`src/rtl/env_meter_pkg.sv`:
```
package env_meter_pkg;
  localparam int unsigned SMP_W_DEF  = 24;
  localparam int unsigned LVL_W_DEF  = 32;
  localparam int unsigned FRAC_W_DEF = 23;
  localparam int unsigned ADDR_W_DEF = 8;
  localparam int unsigned NUM_CH     = 2;

  // Decoded read target
  typedef struct packed {
    logic hit;
    logic idx;
  } rd_sel_t;
endpackage

```
`src/rtl/env_rect.sv`:
```
module env_rect #(
  parameter int unsigned IN_W  = 24,
  parameter int unsigned OUT_W = 32
) (
  input  logic [IN_W-1:0]  smp_i,
  output logic [OUT_W-1:0] mag_o
);
  localparam int unsigned MAG_W = IN_W - 1;
  localparam int unsigned PAD_W = OUT_W - MAG_W;

  logic [IN_W-1:0]  neg_w;
  logic             is_min_w;
  logic [MAG_W-1:0] mag_w;

  assign neg_w    = (~smp_i) + IN_W'(1);
  assign is_min_w = smp_i[IN_W-1] & ~(|smp_i[IN_W-2:0]);

  always_comb begin
    if (is_min_w)          mag_w = {MAG_W{1'b1}};
    else if (smp_i[IN_W-1]) mag_w = neg_w[MAG_W-1:0];
    else                   mag_w = smp_i[MAG_W-1:0];
  end

  // Left-align the magnitude in the level word
  assign mag_o = {mag_w, {PAD_W{1'b0}}};
endmodule

```
`src/rtl/env_smooth.sv`:
```
module env_smooth #(
  parameter int unsigned LVL_W  = 32,
  parameter int unsigned FRAC_W = 23,
  parameter logic [FRAC_W:0] COEF = 24'h080000
) (
  input  logic             clk,
  input  logic             rst_n,
  input  logic             en_i,
  input  logic [LVL_W-1:0] mag_i,
  output logic [LVL_W-1:0] lvl_o
);
  localparam int unsigned PROD_W = LVL_W + FRAC_W + 1;
  localparam logic [FRAC_W:0] ONE_C  = {1'b1, {FRAC_W{1'b0}}};
  localparam logic [FRAC_W:0] CMPL_C = ONE_C - COEF;
  localparam logic [PROD_W-1:0] HALF_C = PROD_W'(ONE_C >> 1);

  logic [LVL_W-1:0]  lvl_q, lvl_d;
  logic [PROD_W-1:0] w_in, w_fb, acc_sum;

  always_comb begin
    w_in    = PROD_W'(mag_i) * PROD_W'(COEF);
    w_fb    = PROD_W'(lvl_q) * PROD_W'(CMPL_C);
    acc_sum = w_in + w_fb + HALF_C;
    lvl_d   = acc_sum[FRAC_W +: LVL_W];
  end

  always_ff @(posedge clk or negedge rst_n) begin
    if (!rst_n)    lvl_q <= '0;
    else if (en_i) lvl_q <= lvl_d;
  end

  assign lvl_o = lvl_q;
endmodule

```
`src/rtl/env_rd_port.sv`:
```
module env_rd_port
  import env_meter_pkg::*;
#(
  parameter int unsigned LVL_W  = 32,
  parameter int unsigned ADDR_W = 8,
  parameter logic [ADDR_W-1:0] ADDR_A = 8'h6B,
  parameter logic [ADDR_W-1:0] ADDR_B = 8'h6C
) (
  input  logic              clk,
  input  logic              rst_n,
  input  logic              rd_en_i,
  input  logic [ADDR_W-1:0] rd_addr_i,
  input  logic [LVL_W-1:0]  lvl_a_i,
  input  logic [LVL_W-1:0]  lvl_b_i,
  output logic [LVL_W-1:0]  rd_data_o
);
  rd_sel_t          sel_w;
  logic [LVL_W-1:0] data_d, data_q;

  always_comb begin
    sel_w.hit = (rd_addr_i == ADDR_A) || (rd_addr_i == ADDR_B);
    sel_w.idx = (rd_addr_i == ADDR_B);
    if (!sel_w.hit)     data_d = '0;
    else if (sel_w.idx) data_d = lvl_b_i;
    else                data_d = lvl_a_i;
  end

  always_ff @(posedge clk or negedge rst_n) begin
    if (!rst_n)       data_q <= '0;
    else if (rd_en_i) data_q <= data_d;
  end

  assign rd_data_o = data_q;
endmodule

```
`src/rtl/env_level_meter.sv`:
```
module env_level_meter
  import env_meter_pkg::*;
#(
  parameter int unsigned SMP_W  = SMP_W_DEF,
  parameter int unsigned LVL_W  = LVL_W_DEF,
  parameter int unsigned FRAC_W = FRAC_W_DEF,
  parameter int unsigned ADDR_W = ADDR_W_DEF,
  parameter logic [FRAC_W:0] COEF = 24'h080000,
  parameter logic [ADDR_W-1:0] ADDR_A = 8'h6B,
  parameter logic [ADDR_W-1:0] ADDR_B = 8'h6C
) (
  input  logic              clk,
  input  logic              rst_n,
  input  logic              smp_a_vld,
  input  logic [SMP_W-1:0]  smp_a,
  input  logic              smp_b_vld,
  input  logic [SMP_W-1:0]  smp_b,
  input  logic              rd_en,
  input  logic [ADDR_W-1:0] rd_addr,
  output logic [LVL_W-1:0]  rd_data
);
  logic [SMP_W-1:0] smp_w [NUM_CH];
  logic             vld_w [NUM_CH];
  logic [LVL_W-1:0] mag_w [NUM_CH];
  logic [LVL_W-1:0] lvl_w [NUM_CH];
  logic [LVL_W-1:0] lvl_a_w, lvl_b_w;

  assign smp_w[0] = smp_a;
  assign smp_w[1] = smp_b;
  assign vld_w[0] = smp_a_vld;
  assign vld_w[1] = smp_b_vld;

  for (genvar ch = 0; ch < NUM_CH; ch++) begin : g_ch
    env_rect #(.IN_W(SMP_W), .OUT_W(LVL_W)) u_rect (
      .smp_i (smp_w[ch]),
      .mag_o (mag_w[ch])
    );
    env_smooth #(.LVL_W(LVL_W), .FRAC_W(FRAC_W), .COEF(COEF)) u_smooth (
      .clk   (clk),
      .rst_n (rst_n),
      .en_i  (vld_w[ch]),
      .mag_i (mag_w[ch]),
      .lvl_o (lvl_w[ch])
    );
  end

  assign lvl_a_w = lvl_w[0];
  assign lvl_b_w = lvl_w[1];

  env_rd_port #(
    .LVL_W(LVL_W), .ADDR_W(ADDR_W), .ADDR_A(ADDR_A), .ADDR_B(ADDR_B)
  ) u_rd (
    .clk       (clk),
    .rst_n     (rst_n),
    .rd_en_i   (rd_en),
    .rd_addr_i (rd_addr),
    .lvl_a_i   (lvl_a_w),
    .lvl_b_i   (lvl_b_w),
    .rd_data_o (rd_data)
  );
endmodule

```
`config.mk`:
```
export PLATFORM = sky130hd
export DESIGN_NAME = env_level_meter
export DESIGN_NICKNAME = d
export VERILOG_FILES = /design/src/rtl/env_meter_pkg.sv /design/src/rtl/env_rect.sv /design/src/rtl/env_smooth.sv /design/src/rtl/env_rd_port.sv /design/src/rtl/env_level_meter.sv
export SDC_FILE = /design/constraint.sdc
export NUM_CORES = 1
export LEC_CHECK = 0
export ABC_AREA = 1
export BUFFER_PORTS_ARGS = -buffer_cell sky130_fd_sc_hd__buf_4
export CORE_MARGIN = 8
export CORE_UTILIZATION = 40
export CTS_CLUSTER_SIZE = 14
export DETAILED_ROUTE_END_ITERATION = 12
export SYNTH_ARGS = -nofsm -noshare
export SYNTH_HDL_FRONTEND = slang
export SYNTH_SLANG_ARGS = --single-unit
```
`constraint.sdc`:
```
create_clock -name clk -period 5.25 [get_ports clk]
set_input_delay 1.05 -clock clk [delete_from_list [all_inputs] [get_ports clk]]
set_output_delay 1.05 -clock clk [all_outputs]
set_load 0.01 [all_outputs]
```
=== After elaboration in Yosys (flattened, before gate mapping) ===
Index checks and enable logic that the tools add are counted.

* Bits in registers: 96
* Input port bits: 61
* Logic and storage cells: 28

* Add/subtract/negate cells: 6
* $mul: 2
* Eq/ne operators: 2
* Multiplexer cells: 6
* Bitwise operators: 6
* Reductions and logical operators: 3

{| class="wikitable"
|+ Operators with widths
! kind !! count
|-
| $add A51 B55 Y55 || 2
|-
| $add A55 B23 Y55 const B || 2
|-
| $mux W23 || 4
|-
| $mul A32 B4 Y36 const B || 2
|-
| $mux W32 || 2
|-
| $add A23 B1 Y23 const B || 2
|-
| $not A23 Y23 || 2
|-
| $reduce_or A23 Y1 || 2
|-
| $eq A8 B7 Y1 const B || 2
|-
| $and A1 B1 Y1 || 2
|-
| $not A1 Y1 || 2
|-
| $logic_or A1 B1 Y1 || 1
|}

=== Logic depth before layout (Yosys ltp) ===
Gate-level depths: netlist of run 1.

* Depth after elaboration: 6
* Gate-level depth with buffers: 30
* Gate-level depth less buffers: 29

=== Modules after synthesis ===
A second synthesis of run 1 with hierarchy kept.

* Cells, all modules: 2,683
* Area, all modules: 18,348.8 µm²

{| class="wikitable"
|+ By module, submodules not included
! module !! instances !! cells an instance !! area each (µm²) !! seq. area each (µm²)
|-
| env_smooth (g_ch[0].u_smooth) || 1 || 1,031 || 7,262.0 || 800.8
|-
| env_smooth (g_ch[1].u_smooth) || 1 || 1,034 || 7,252.0 || 800.8
|-
| env_rect || 2 || 178 || 963.4 || 0.0
|-
| env_rd_port || 1 || 262 || 1,908.1 || 800.8
|}

=== Least setup slack after synthesis of run 1 ===
Ideal clock, no wire load.

* Kind: reg-to-reg
* Start point: register g_ch[1].u_smooth.lvl_q[4]
* End point: register g_ch[1].u_smooth.lvl_q[28]
* Data arrival time: 4.427 ns
* Setup slack: 0.741 ns
* Stages on the path, launching flop included: 31
* Period minus slack after synthesis: 4.509 ns
* Cells stage by stage: dfrtp_1 inv_1 fa_1 inv_1 fa_1 ha_1 nand2_1 inv_1 a21oi_1 nand2_1 nand2_1 nand2_1 inv_1 nor2_1 nor2_1 o21ai_2 a21oi_1 o21ai_1 xor2_1 ha_1 clkbuf_1 nand2_1 nor2_1 inv_1 nor2_1 o21ai_0 o211ai_1 a21oi_1 nand2_1 nand2_1 a31oi_1

* Cells in the longest elaborated chain, start to end: 3

{| class="wikitable"
|+ RTL lines
! element !! RTL line !! RTL
|-
| start: declaration || env_smooth.sv:17 || <nowiki>logic [LVL_W-1:0] lvl_q, lvl_d;</nowiki>
|-
| start signal: assignment || env_smooth.sv:29 || <nowiki>else if (en_i) lvl_q <= lvl_d;</nowiki>
|-
| $mul A32 B4 Y36 || env_smooth.sv:22 || <nowiki>w_fb = PROD_W'(lvl_q) * PROD_W'(CMPL_C);</nowiki>
|-
| $add A51 B55 Y55 || env_smooth.sv:23 || <nowiki>acc_sum = w_in + w_fb + HALF_C;</nowiki>
|-
| $add A55 B23 Y55 || env_smooth.sv:23 ||
|}

Every way passes these cells.
A chain may end at the register's enable or synchronous reset.

=== Worst setup path after layout of run 1 ===
* Start point: register g_ch[1].u_smooth.lvl_q[1]
* End point: register g_ch[1].u_smooth.lvl_q[26]

Same word-level chain as after synthesis.

==> results of run 1 <==
-- registers in the layout, indices dropped and copies added (netlist names) --
| name | flops |
|---|---|
| u_rd.rd_data_o | 32 |
| g_ch.u_smooth.lvl_o | 64 |
-- cell usage in the layout (no fill, tap or decap), drive strengths merged, types with 96 or more instances in the layout --
cell / netlist / layout
inv: 393 / 398
nand3: 110 / 110
nor2: 199 / 199
ha: 128 / 128
dfrtp: 96 / 96
fa: 122 / 122
buf: 5 / 123
o21ai: 155 / 155
nand2: 578 / 578
a21oi: 144 / 144
-- repair_timing --
action,in CTS,in global routing
buffers inserted,0,7
resized for setup,2,72
endpoints found under the setup margin,2,30
pin swaps,0,14
-- path summary, 6_finish.rpt --
check | start | end | slack, ns | cells past startpoint
setup reg to reg | g_ch[1].u_smooth.lvl_o[1] | g_ch[1].u_smooth.lvl_o[26] | 0.30 | 24
setup / recovery | g_ch[1].u_smooth.lvl_o[1] | g_ch[1].u_smooth.lvl_o[26] | 0.30 | 24
hold reg to reg | g_ch[0].u_smooth.lvl_o[16] | g_ch[0].u_smooth.lvl_o[16] | 0.50 | 2
hold / removal | g_ch[0].u_smooth.lvl_o[16] | g_ch[0].u_smooth.lvl_o[16] | 0.50 | 2
max in group asynchronous | rst_n | g_ch[0].u_smooth.lvl_o[29] | 3.37 | 2
min in group asynchronous | rst_n | g_ch[0].u_smooth.lvl_o[3] | 0.73 | 1
-- worst max-delay path, cell delays in order, from the launching register on --
cell,delay [ns]
dfrtp_2,0.41
inv_1,0.09
fa_1,0.50
fa_1,0.52
inv_1,0.04
ha_1,0.33
a21oi_1,0.19
nand2_1,0.12
nand2_1,0.11
nand2_1,0.11
a221oi_2,0.34
o31ai_1,0.13
xor2_1,0.18
ha_1,0.40
nand2_1,0.14
nor2_1,0.14
inv_1,0.06
nor2_1,0.24
nand4_1,0.23
nand2_1,0.18
a21oi_1,0.10
inv_1,0.06
nand2_1,0.05
nand3_1,0.07
o21ai_0,0.08
-- metal layers --
| metal | track usage, % | wire [um] | part of all wire, % | vias up |
|---|---|---|---|---|
| met1 | 26.3 | 21200 | 45 | 6871 |
| met2 | 37.2 | 22600 | 48 | 282 |
| met4 | 7.54 | 1560 | 3.3 | 0 |
| met3 | 1.67 | 1440 | 3.1 | 83 |
| li1 | - | - | - | 7530 |
| met5 | 0 | 0 | 0 | - |
-- metrics by stage --
stage	std cells	worst slack [ns]
after floorplan	2282	0.741
after global placement	2880	-0.0754
after detailed placement	2880	-0.0187
after CTS	2896	0.0560
after global routing	2903	-0.0368
final	2903	0.296
-- layout make-up --
| type | count | share of cell area (%) |
|---|---|---|
| multi-input cells | 1754 | 67.1 |
| flip-flops and latches | 96 | 13.7 |
| clock buffers | 9 | 1.28 |
| well taps | 518 | 3.70 |
| clock inverters | 7 | 0.392 |
| inverters | 396 | 8.50 |
| repair buffers | 123 | 5.27 |
-- cells by family after synthesis --
family                   share of synthesized area (%)
adder cells (fa/ha/maj)                           25.9
XOR/XNOR                                          6.23
flip-flops                                        15.4
buffers and inverters                             10.4
AND/OR/NAND/NOR                                   27.4
AO/OA/AOI/OAI                                     14.7
==> run_results.csv, run 1 <==
group,metric,value,unit
status,outcome,"finished, final reports clean",
sta,slew_headroom,36.4,%
clock_network,clock_sinks,96,
drt,firstDrtPassIters,5,
setup_path,cp-start-kind,"register",
synthesis,postSynth.asyncResetShare,100,%
floorplan,ios,93,
sta,period_share,94.4,%
clock_network,htree_levels,3,
drt,postRouteWirelength,46700,um
sta,hold_viol,0,
synthesis,synthCells,2282,
layout,fin_util,45.4,%
synthesis,yosys_warnings,0,
setup_path,critPathMaxFanout,4,
clock_network,numCtsBuffers,9,
layout,drive_gt1_share,11.9,%
floorplan,die_w,214,um
synthesis,yosysSeqAreaShare,15.4,%
sta,fin_crit,4.95,ns
layout,diodes,0,
sta,max_slew.worst_pin.slew,0.954,ns
floorplan,fp.dieArea,45700,um2
global_route,grt_pass1_wl,76000,um
clock_network,cts_tree,"yes",
setup_path,critPathRequiredTime,5.50,ns
clock_network,clockBufferDepth,2,
sta,finClkSkew,0.00996,ns
layout,seq_area,2410,um2
layout,area.growth.synth_to_final,12.2,%
drt,routedWlPerCell,16.1,um
synthesis,synth-seq-cells,96,
synthesis,synth_top_area_share,15.6,%
synthesis,syn_area,15600,um2
layout,stdcell_area,17500,um2
synthesis,yosysMostFrequentCell,"nand2_1",
sta,finalSetupTns,0,ns
sta,fmax,202,MHz
global_route,overflow,0,
drt,drc,0,
clock_network,postCtsHoldBufs,0,
floorplan,rows,72,
setup_path,worstPathArrival,5.21,ns
clock_network,cts.reportedPaths.clkPinSlew,0.09,ns
synthesis,ys_top_cells_by_area,"fa_1, dfrtp_1, nand2_1",
synthesis,ys_types,54,
clock_network,cts_root_buf,"clkbuf_16",
setup_path,crit_type,"reg -> reg",
layout,multi_input_area,11800,um2
min_path,hold_path.class,"reg -> reg",
synthesis,yosysTopAreaCell,"fa_1",
global_route,grt_max_degree,65,
drt,antenna_left,0,
sta,setup_viol,0,
placement,portBuffers,92,
placement,hpwlAfterDp,39300,um
synthesis,synth.avg_cell_area,6.85,um2
floorplan,die_h,214,um
floorplan,core_area,38600,um2
synthesis,synth_fp_nets,2593,
synthesis,synth_edf_count,0,
drt,drt-initial-drc-count,874,
synthesis,synth_ff_type,"dfrtp_1",
floorplan,start_util,40.5,%
placement,finalWeightedCongestion,1.01,
layout,nFillCells,4024,
placement,post_dp_cell_area,17000,um2
sta,rsz0062_at_grt,"yes",
global_route,grtUsageTotal,20.9,%
sta,timing.hold.ws,0.498,ns
global_route,grt_pass1_vias,15400,
global_route,antenna_found_initial,0,
synthesis,ys_top_cells_by_count,"nand2_1, inv_1, nor2_1",
layout,layout.nets,2691,
sta,slew_viol_final,0,
setup_path,end_kind,"register",
drt,vias,14800,
drt,vias_per_cell,5.09,
clock_network,clk_latency,0.38,ns
run,max-cap-violations,0,
Power of run 1 is left out: the tool's default activity adds up to more than one toggle a clock period on the data nets, which glitch-free logic cannot reach.
==> inputs of run 2 (changes only) <==
--- a/config.mk
+++ b/config.mk
@@ -7,6 +7,7 @@
 export LEC_CHECK = 0
 export ABC_AREA = 1
 export BUFFER_PORTS_ARGS = -buffer_cell sky130_fd_sc_hd__buf_4
+export CORE_ASPECT_RATIO = 1.75
 export CORE_MARGIN = 8
 export CORE_UTILIZATION = 40
 export CTS_CLUSTER_SIZE = 14
==> run_results.csv, run 2 (same netlist as run 1, synthesis figures left out) <==
group,metric,value,unit
status,outcome,"finished, final reports clean",
drt,routedWlPerCell,17.4,um
clock_network,numCtsBuffers,9,
floorplan,core_area,38900,um2
placement,hpwlAfterDp,43500,um
sta,timing.hold.ws,0.500,ns
setup_path,crit_type,"reg -> reg",
floorplan,fp.dieArea,45900,um2
layout,layout_common_cells,"nand2_1, inv_1, nor2_1",
min_path,min-delay-start,"g_ch[0].u_smooth.lvl_o[19]",
floorplan,start_util,40.2,%
global_route,grt_use_met1,23.0,%
setup_path,critPathMaxFanout,4,
setup_path,r2r_start,"g_ch[1].u_smooth.lvl_o[1]",
run,max-cap-violations,0,
drt,vias,15200,
global_route,grtUsageMet3,1.57,%
floorplan,rows,96,
layout,diodes,0,
min_path,hold_path.class,"reg -> reg",
sta,finClkSkew,0.0106,ns
setup_path,cp-start-kind,"register",
setup_path,end_kind,"register",
clock_network,cts_tree,"yes",
clock_network,clock_sinks,96,
floorplan,die_w,165,um
placement,portBuffers,92,
drt,drt-initial-drc-count,631,
floorplan,die_h,278,um
clock_network,clk_latency,0.38,ns
global_route,grt_pass1_vias,16200,
setup_path,critPathRequiredTime,5.50,ns
global_route,overflow,0,
global_route,grt_max_degree,65,
layout,largest_reg_flops,64,
placement,finalWeightedCongestion,0.984,
sta,fmax,200,MHz
clock_network,postCtsHoldBufs,0,
sta,max_slew.worst_pin.slew,0.933,ns
clock_network,clockBufferDepth,2,
sta,slew_headroom,37.7,%
global_route,grt_pass1_wl,81500,um
sta,slew_viol_final,0,
clock_network,cts_root_buf,"clkbuf_16",
drt,vias_per_cell,5.19,
clock_network,cts.reportedPaths.clkPinSlew,0.09,ns
global_route,busiest_layer,"met2",
drt,drc,0,
clock_network,htree_levels,3,
global_route,antenna_found_initial,0,
global_route,grt_use_met2,43.8,%
drt,firstDrtPassIters,5,
layout,layout.nets,2739,
global_route,grtUsageTotal,22.6,%
layout,area.growth.synth_to_final,14.9,%
sta,setup_viol,0,
floorplan,ios,93,
setup_path,worstPathArrival,5.26,ns
sta,period_share,95.4,%
drt,antenna_left,0,
drt,postRouteWirelength,50900,um
sta,fin_crit,5.01,ns
layout,final_common_cell,"nand2_1",
layout,drive_gt1_share,13.7,%
setup_path,worstSetupStartpoint,"g_ch[1].u_smooth.lvl_o[1]",
sta,hold_viol,0,
==> run 2: cell count changes in the layout (fill, tap and decap cells not counted), sizes merged <==
cell    previous run  this run
clkinv             4         5
inv              398       396
bufinv             0         1
buf              123       171
==> run 2: repair_timing <==
item	4_1_cts	5_1_grt
setup endpoints to repair	3	22
pin swaps	1	5
setup buffers	1	11
gates cloned	0	0
gates resized for setup	5	72
==> run 2: worst max-delay path, cell delays in order, from the launching register on <==
cell	delay, ns
dfrtp_2	0.41
inv_1	0.09
fa_1	0.50
fa_1	0.53
inv_1	0.04
ha_1	0.32
a21oi_1	0.19
nand2_1	0.13
nand2_1	0.11
nand2_1	0.10
a221oi_1	0.27
buf_4	0.18
o31ai_1	0.07
xor2_1	0.16
ha_1	0.35
a21oi_1	0.21
o21ai_0	0.22
a21oi_1	0.26
o21ai_2	0.20
or2_2	0.31
nand3_1	0.11
o21ai_0	0.10
==> run 2: metrics by stage <==
stage               setup slack (ns)  instances  util (%)  area, um2  setup TNS (ns)
finish                         0.242       2923      46.2      18000               0
global route                 -0.0819       2923      46.2      18000          -0.213
floorplan                      0.741       2282         -      15600               0
CTS                           0.0152       2912      45.3      17600               0
global placement             -0.0406       2895      44.5      17300         -0.0406
detailed placement           -0.0459       2895      44.5      17300         -0.0459
==> run 2: worst paths after layout <==
| path | cells past startpoint | slack, ns | endpoint |
|---|---|---|---|
| setup reg to reg | 21 | 0.24 | g_ch[1].u_smooth.lvl_o[12] |
| hold / removal | 2 | 0.50 | g_ch[0].u_smooth.lvl_o[19] |
| setup / recovery | 21 | 0.24 | g_ch[1].u_smooth.lvl_o[12] |
| min in group asynchronous | 1 | 0.77 | g_ch[0].u_smooth.lvl_o[31] |
| max in group asynchronous | 2 | 3.35 | g_ch[0].u_smooth.lvl_o[1] |
| hold reg to reg | 2 | 0.50 | g_ch[0].u_smooth.lvl_o[19] |
==> run 2: metal layers <==
layer	share of wire, %	vias up
li1	-	7621
met1	36	7135
met2	56	277
met3	2.3	127
met4	5.7	0
met5	0	-
==> run 2: layout make-up <==
| type | count | area [um2] |
|---|---|---|
| Sequential cell | 96 | 2410 |
| Timing Repair Buffer | 171 | 1280 |
| Clock inverter | 7 | 97.6 |
| Inverter | 396 | 1500 |
| Multi-Input combinational cell | 1754 | 11800 |
| Clock buffer | 9 | 225 |
| Tap cell | 490 | 613 |
| Fill cell | 4085 | 21000 |
Power of run 2 is left out for the same reason.
